File: src/rtl/fmac40.sv
module fmac40 #(
  parameter int OPW = 16,
  parameter int GRD = 8
) (
  input  logic                   clk,
  input  logic                   rst,
  input  logic [OPW-1:0]         op_a,
  input  logic [OPW-1:0]         op_b,
  input  logic                   a_sgn,
  input  logic                   b_sgn,
  input  logic                   frac,
  input  logic [1:0]             op,
  input  logic [2*OPW+GRD-1:0]   acc_in,
  output logic [2*OPW+GRD-1:0]   acc_out,
  output logic                   ovf
);
  localparam int PW = 2*OPW;
  localparam int AW = PW + GRD;

  logic signed [OPW:0]   xa, xb;
  logic signed [PW+1:0]  prod;
  logic        [AW-1:0]  prod_x, prod_w, base, nxt;

  assign xa = {a_sgn & op_a[OPW-1], op_a};
  assign xb = {b_sgn & op_b[OPW-1], op_b};
  assign prod = xa * xb;
  assign prod_x = {{(AW-PW-2){prod[PW+1]}}, prod};
  assign prod_w = frac ? (prod_x << 1) : prod_x;
  assign base = (op == 2'b01 || op == 2'b10) ? acc_in : '0;
  assign nxt = (op == 2'b10) ? base - prod_w : base + prod_w;

  always_ff @(posedge clk) begin
    if (rst) begin
      acc_out <= '0;
      ovf     <= 1'b0;
    end else begin
      acc_out <= nxt;
      ovf     <= nxt[AW-1:PW] != {GRD{nxt[PW-1]}};
    end
  end

  logic primed;
  always_ff @(posedge clk) begin
    if (rst) primed <= 1'b1;
  end

  a_r1_reset_clears: assert property (@(posedge clk)
    primed && $past(rst) |-> (acc_out == '0 && !ovf));

  a_r9_flag_tracks_guard: assert property (@(posedge clk) disable iff (rst)
    primed && !$past(rst) |-> ovf == (acc_out[AW-1:PW] != {GRD{acc_out[PW-1]}}));

  a_r2_unsigned_mul: assert property (@(posedge clk) disable iff (rst)
    primed && !$past(rst) && $past(op == 2'b00 && !a_sgn && !b_sgn && !frac)
    |-> acc_out == AW'($past(op_a)) * AW'($past(op_b)));

  a_r6_add_zero: assert property (@(posedge clk) disable iff (rst)
    primed && !$past(rst) && $past(op == 2'b01 && op_a == '0) |-> acc_out == $past(acc_in));

  a_r7_sub_zero: assert property (@(posedge clk) disable iff (rst)
    primed && !$past(rst) && $past(op == 2'b10 && op_b == '0) |-> acc_out == $past(acc_in));

  a_r4_frac_even: assert property (@(posedge clk) disable iff (rst)
    primed && !$past(rst) && $past(frac && op[0] == op[1]) |-> !acc_out[0]);
endmodule

File: config.mk
export PLATFORM = sky130hd
export DESIGN_NAME = fmac40
export DESIGN_NICKNAME = d
export VERILOG_FILES = /design/src/rtl/fmac40.sv
export SDC_FILE = /design/constraint.sdc
export NUM_CORES = 1
export LEC_CHECK = 0
export BUFFER_PORTS_ARGS = -buffer_cell sky130_fd_sc_hd__buf_2
export CAP_MARGIN = 20
export CORE_ASPECT_RATIO = 0.75
export CORE_MARGIN = 2
export CORE_UTILIZATION = 45
export DETAILED_ROUTE_END_ITERATION = 7
export PLACE_DENSITY_LB_ADDON = 0.2
export REMOVE_ABC_BUFFERS = 1
export SLEW_MARGIN = 20
export SYNTH_ARGS = -nofsm -noshare
export SYNTH_HDL_FRONTEND = slang
export SYNTH_SLANG_ARGS = --single-unit
File: constraint.sdc
create_clock -name clk -period 8.55 [get_ports clk]
set_input_delay 0.4275 -clock clk [delete_from_list [all_inputs] [get_ports clk]]
set_output_delay 0.4275 -clock clk [all_outputs]
set_load 0.1 [all_outputs]
After elaboration in Yosys (flattened, before gate mapping)

Index checks and enable logic that the tools add are counted.

Register bits: 41
Input bits: 79
Output and inout bits: 41
Word-level logic and storage cells: 14

$add $sub $neg: 2
$mul: 1
Eq/ne operators: 3
Multiplexer cells: 3
Bitwise logic cells: 2
Reduce and logical (&&, ||, !) cells: 1

Operators by type and width:

| cell                                                             | count |
|---|---|
| 40-bit 2-to-1 mux                                                | 2 |
| 40-bit adder                                                     | 1 |
| 40-bit subtractor                                                | 1 |
| 17-bit by 17-bit multiplier with 34-bit output                   | 1 |
| 34-bit 2-to-1 mux                                                | 1 |
| 8-bit inequality test                                            | 1 |
| 1-bit bitwise AND                                                | 2 |
| 2-bit by 1-bit == test with 1-bit output (second input constant) | 1 |
| 2-bit == test (second input constant)                            | 1 |
| 1-bit logical OR                                                 | 1 |

Logic depth before layout (Yosys ltp)

Depth after elaboration: 6
Mapped depth: 43
Mapped depth without buffers: 41

Worst setup path before layout

OpenSTA, ideal clock, no wires.

Path kind: input-to-reg
Start point: input a_sgn
End point: register ovf
Setup time: 0.088 ns
Arrival: 8.843 ns
Data required time: 8.462 ns
Path slack: -0.381 ns
Stages: 40
Cells stage by stage: and2_1 -> clkbuf_1 -> nand2_1 -> inv_1 -> fa_1 -> fa_1 -> inv_1 -> fa_1 -> inv_1 -> fa_1 -> fa_1 -> inv_1 -> fa_1 -> inv_1 -> ha_1 -> buf_6 -> a21oi_1 -> o21ai_0 -> (+4 left out) -> a221oi_2 -> and2_1 -> nand3_1 -> nand3_1 -> o2111ai_1 -> ha_1 -> a21o_1 -> a21o_1 -> a21o_1 -> a21oi_1 -> o21a_1 -> a31oi_1 -> a41oi_1 -> a21oi_2 -> xnor2_1 -> xnor2_1 -> nor3_2 -> a311oi_2

Longest elaborated chain between the ends: 6
Elaborated cells on any way between the ends: 7
Those cells by class: add/sub: 2; mul: 1; eq/ne: 1; mux: 2; bitwise: 1

Ends and longest elaborated chain:

| what                                              | RTL line | RTL |
|---|---|---|
| from (decl)                                       | 9        | `input logic a_sgn,` |
| 1-bit bitwise AND *                               | 24       | `assign xa = {a_sgn & op_a[OPW-1], op_a};` |
| 17-bit by 17-bit multiplier with 34-bit output *  | 26       | `assign prod = xa * xb;` |
| 34-bit 2-to-1 mux                                 | 28       | `assign prod_w = frac ? (prod_x << 1) : prod_x;` |
| 40-bit adder or 40-bit subtractor (tied branches) | 30       | `assign nxt = (op == 2'b10) ? base - prod_w : base + prod_w;` |
| 40-bit 2-to-1 mux *                               | 30       |  |
| 8-bit inequality test *                           | 38       | `ovf <= nxt[AW-1:PW] != {GRD{nxt[PW-1]}};` |
| to (signal assigned)                              | 38       |  |
| to (decl)                                         | 15       | `output logic ovf` |

Mark *: on every way between the ends. The rest lies on a longest branch, timed or not.
A chain may end at the register's enable or synchronous reset.

Worst setup path after layout

Start point: input op_b[5]
End point: register ovf

Longest elaborated chain between the ends: 5
Elaborated cells on any way between the ends: 6
Those cells by class: add/sub: 2; mul: 1; eq/ne: 1; mux: 2

Ends and longest elaborated chain:

| what                                              | RTL line | RTL |
|---|---|---|
| from (decl)                                       | 8        | `input logic [OPW-1:0] op_b,` |
| 17-bit by 17-bit multiplier with 34-bit output *  | 26       |  |
| 34-bit 2-to-1 mux                                 | 28       |  |
| 40-bit adder or 40-bit subtractor (tied branches) | 30       |  |
| 40-bit 2-to-1 mux *                               | 30       |  |
| 8-bit inequality test *                           | 38       |  |

Marks and branches as above.

==> results.txt <==
- Once the floorplan was initialized, standard cells occupied 45.6% of the core.
* Max H-tree Level: 2
- Sorting the synthesized cells by how often they occur yields sky130_fd_sc_hd__inv_1, sky130_fd_sc_hd__fa_1, sky130_fd_sc_hd__nand2_1.
- Critical path required time: 8.69 ns
* TritonRoute pass-1 iters: 7
- After layout, the worst path uses 103% of the clock period.
- The tightest min-delay check is of the in2reg type.
* Post-synth EDFFs: 0
- At the pin with the least slew margin, the transition time is 0.786 ns.
- Vias: 14700
- Row cnt: 60
- Counting every instance in the synthesized netlist gives 1954.
* Warnings, synthesis: 0
- Outcome: finished with violations
- Setup repair after global routing could not meet its margin everywhere.
- Global routing consumed, over all layers together, 23.5% of the routing resources.
- Sequential elements use 5.03% of the synthesized area.
- Data arrival time of the critical path: 8.92 ns
- Fraction of layout instances using a drive strength above 1: 28.9%
- STA classifies the critical path startpoint as an input pin.
- Counting flops with an async set or reset pin after synthesis yields a share of 0%.
- Setup WS post-layout: -0.224 ns
* Most used standard cell by instance count after synthesis: sky130_fd_sc_hd__inv_1
- Highest-delay cell along the critical path: sky130_fd_sc_hd__fa_1
- The critical path is of the in2reg type.
* First DRT Iteration DRCs: 800
* Synthesized flop and latch total: 41
- Width of the die: 224 µm
- Entering global routing, the biggest net connects 60 pins.
- TritonCTS built the clock tree.
- For this design the top-level I/O count stands at 120.
* Buffers from clock root to sink, at most: 2
- DRC errors left: 0
- The number of antenna diodes in the final layout is 0.
* Initial antenna violation count: 0
* Clock sinks: 41
- Global-route wire length before repair: 73100 µm
- The final reports fail on negative setup slack.
- Relative to the synthesized area, the layout overhead comes to 30.2%.
* Vias in the first global route: 15500
- Number of nets in the finished design: 2884
* Leading post-synthesis cells by cell area: sky130_fd_sc_hd__fa_1, sky130_fd_sc_hd__ha_1, sky130_fd_sc_hd__inv_1
* Final wirelength: 42800 µm
* Final setup fails: 3
- Overall die height: 169 µm
- Fin crit period: 8.77 ns
* Placer congestion estimate: 0.861
- Of all nets on the critical path, the largest fanout is 7.
- Max-cap violation count: 0
- Cell taking the most area after synthesis: sky130_fd_sc_hd__fa_1
- The floorplan step defined a die boundary enclosing 0.0378 mm².
- The total overflow left after global routing is 0.
* Layout fillers: 3206
* Detailed placer's ending HPWL: 36100 µm
- After detailed routing, the number of vias per cell comes to 5.15.
* Number of hold buffers added after cts: 0
- In this run the tightest slew margin relative to its limit is 47.0%.
* Final Hold Fails: 0
* Number of pins exceeding their max-slew limit in the final report: 0
- The tree is rooted in a sky130_fd_sc_hd__clkbuf_16.
- Post-route insts no fill: 2848
- Final ANT Viol Nets: 0
- Port buffering added 119 buffers.
- The cell that appears most often on the critical path is sky130_fd_sc_hd__fa_1.
* Routed WL per cell: 15.0 µm
* Average footprint of a synthesized cell: 8.36 µm²
- Synth top area share: 36.4%
* Number of placed instances, taps included: 2792
- Endpoint kind of the worst setup timing path: flop
* Clock-pin transition on the worst setup and hold timing paths: 0.06 ns
* Number of buffers added by the clock tree synthesis step: 5
- Post-Synthesis Cell Area: 0.0163 mm²
* Number of distinct standard cells referenced by the synthesized netlist: 90
* Standard cell core area: 0.0358 mm²
* Maximum achievable frequency: 114 MHz
- Primary FF master, synth: sky130_fd_sc_hd__dfxtp_1
- On the worst path, the slowest cell contributes a delay of 0.55 ns.
-- per-stage QoR --
step	instance area [µm²]	TNS (ns)	utilization [%]	hold slack, ns	setup slack [ns]
2_1_floorplan	16000	-0.324	-	0.494	-0.244
3_3_place_gp	19700	-4.33	54.9	0.798	-0.851
3_5_place_dp	19700	-5.55	54.9	0.805	-1.06
4_1_cts	20700	-0.0745	57.7	0.493	-0.0646
5_1_grt	21300	-1.97	59.4	0.515	-0.605
6_report	21300	-0.287	59.4	0.495	-0.224
-- final timing paths --
kind  cells past startpoint  slack [ns]                     to      start
max                      42       -0.22         ovf$_SDFF_PP0_    op_b[5]
min                       4        0.50  acc_out[0]$_SDFF_PP0_  acc_in[0]
-- area by class of cell --
class	count	area (µm²)	share of cell area, %
multi-input cells	1513	14800	69.7
repair buffers	500	3680	17.3
inverters	321	1200	5.67
flip-flops and latches	41	821	3.86
well taps	465	582	2.74
clock buffers	6	129	0.606
clock inverters	2	15.0	0.0706
-- kinds of logic after synthesis --
logic type | Yosys count | share of synthesized area [%]
AO/OA/AOI/OAI | 328 | 13.6
flip-flops | 41 | 5.03
buffers and inverters | 400 | 9.57
AND/OR/NAND/NOR | 663 | 20.3
multiplexers | 11 | 0.705
adder cells (fa/ha/maj) | 423 | 46.1
XOR/XNOR | 88 | 4.72
-- sequential cells by signal (all words and copies together), names as in the netlist --
name / flops
acc_out: 40
ovf: 1
-- what timing repair did --
item	CTS	global route
gates resized for setup	152	97
setup buffers	26	23
setup endpoints to repair	9	10
hold endpoints to repair	0	0
pin swaps	71	75
-- per-layer routing --
metal	up-vias	global-route usage (%)	part of all wire (%)
li1	7097	-	-
met3	45	3.28	3.9
met5	-	0	0
met4	0	2.84	1.2
met2	247	41.3	49
met1	7270	31.8	46
-- cells in the final DEF (no fill, tap or decap), drive strengths merged, types with 38 or more instances in the layout --
cell type,synthesis,final
dfxtp,41,41
xor2,38,38
fa,297,297
xnor2,50,50
nor2b,54,54
a21oi,102,102
nand2,228,228
inv,320,320
buf,14,500
and2,137,137
nor2,119,119
o21ai,63,63
ha,126,126
-- worst max-delay path: cells and delay by family --
kind / cells / cell delay, ns
compound gates: 14 / 2.50
simple gates: 8 / 1.19
fa+ha+maj: 8 / 3.54
buf+inv: 12 / 1.23
Power is left out: the tool's default activity adds up to more than one toggle a clock period on the data nets, which glitch-free logic cannot reach.
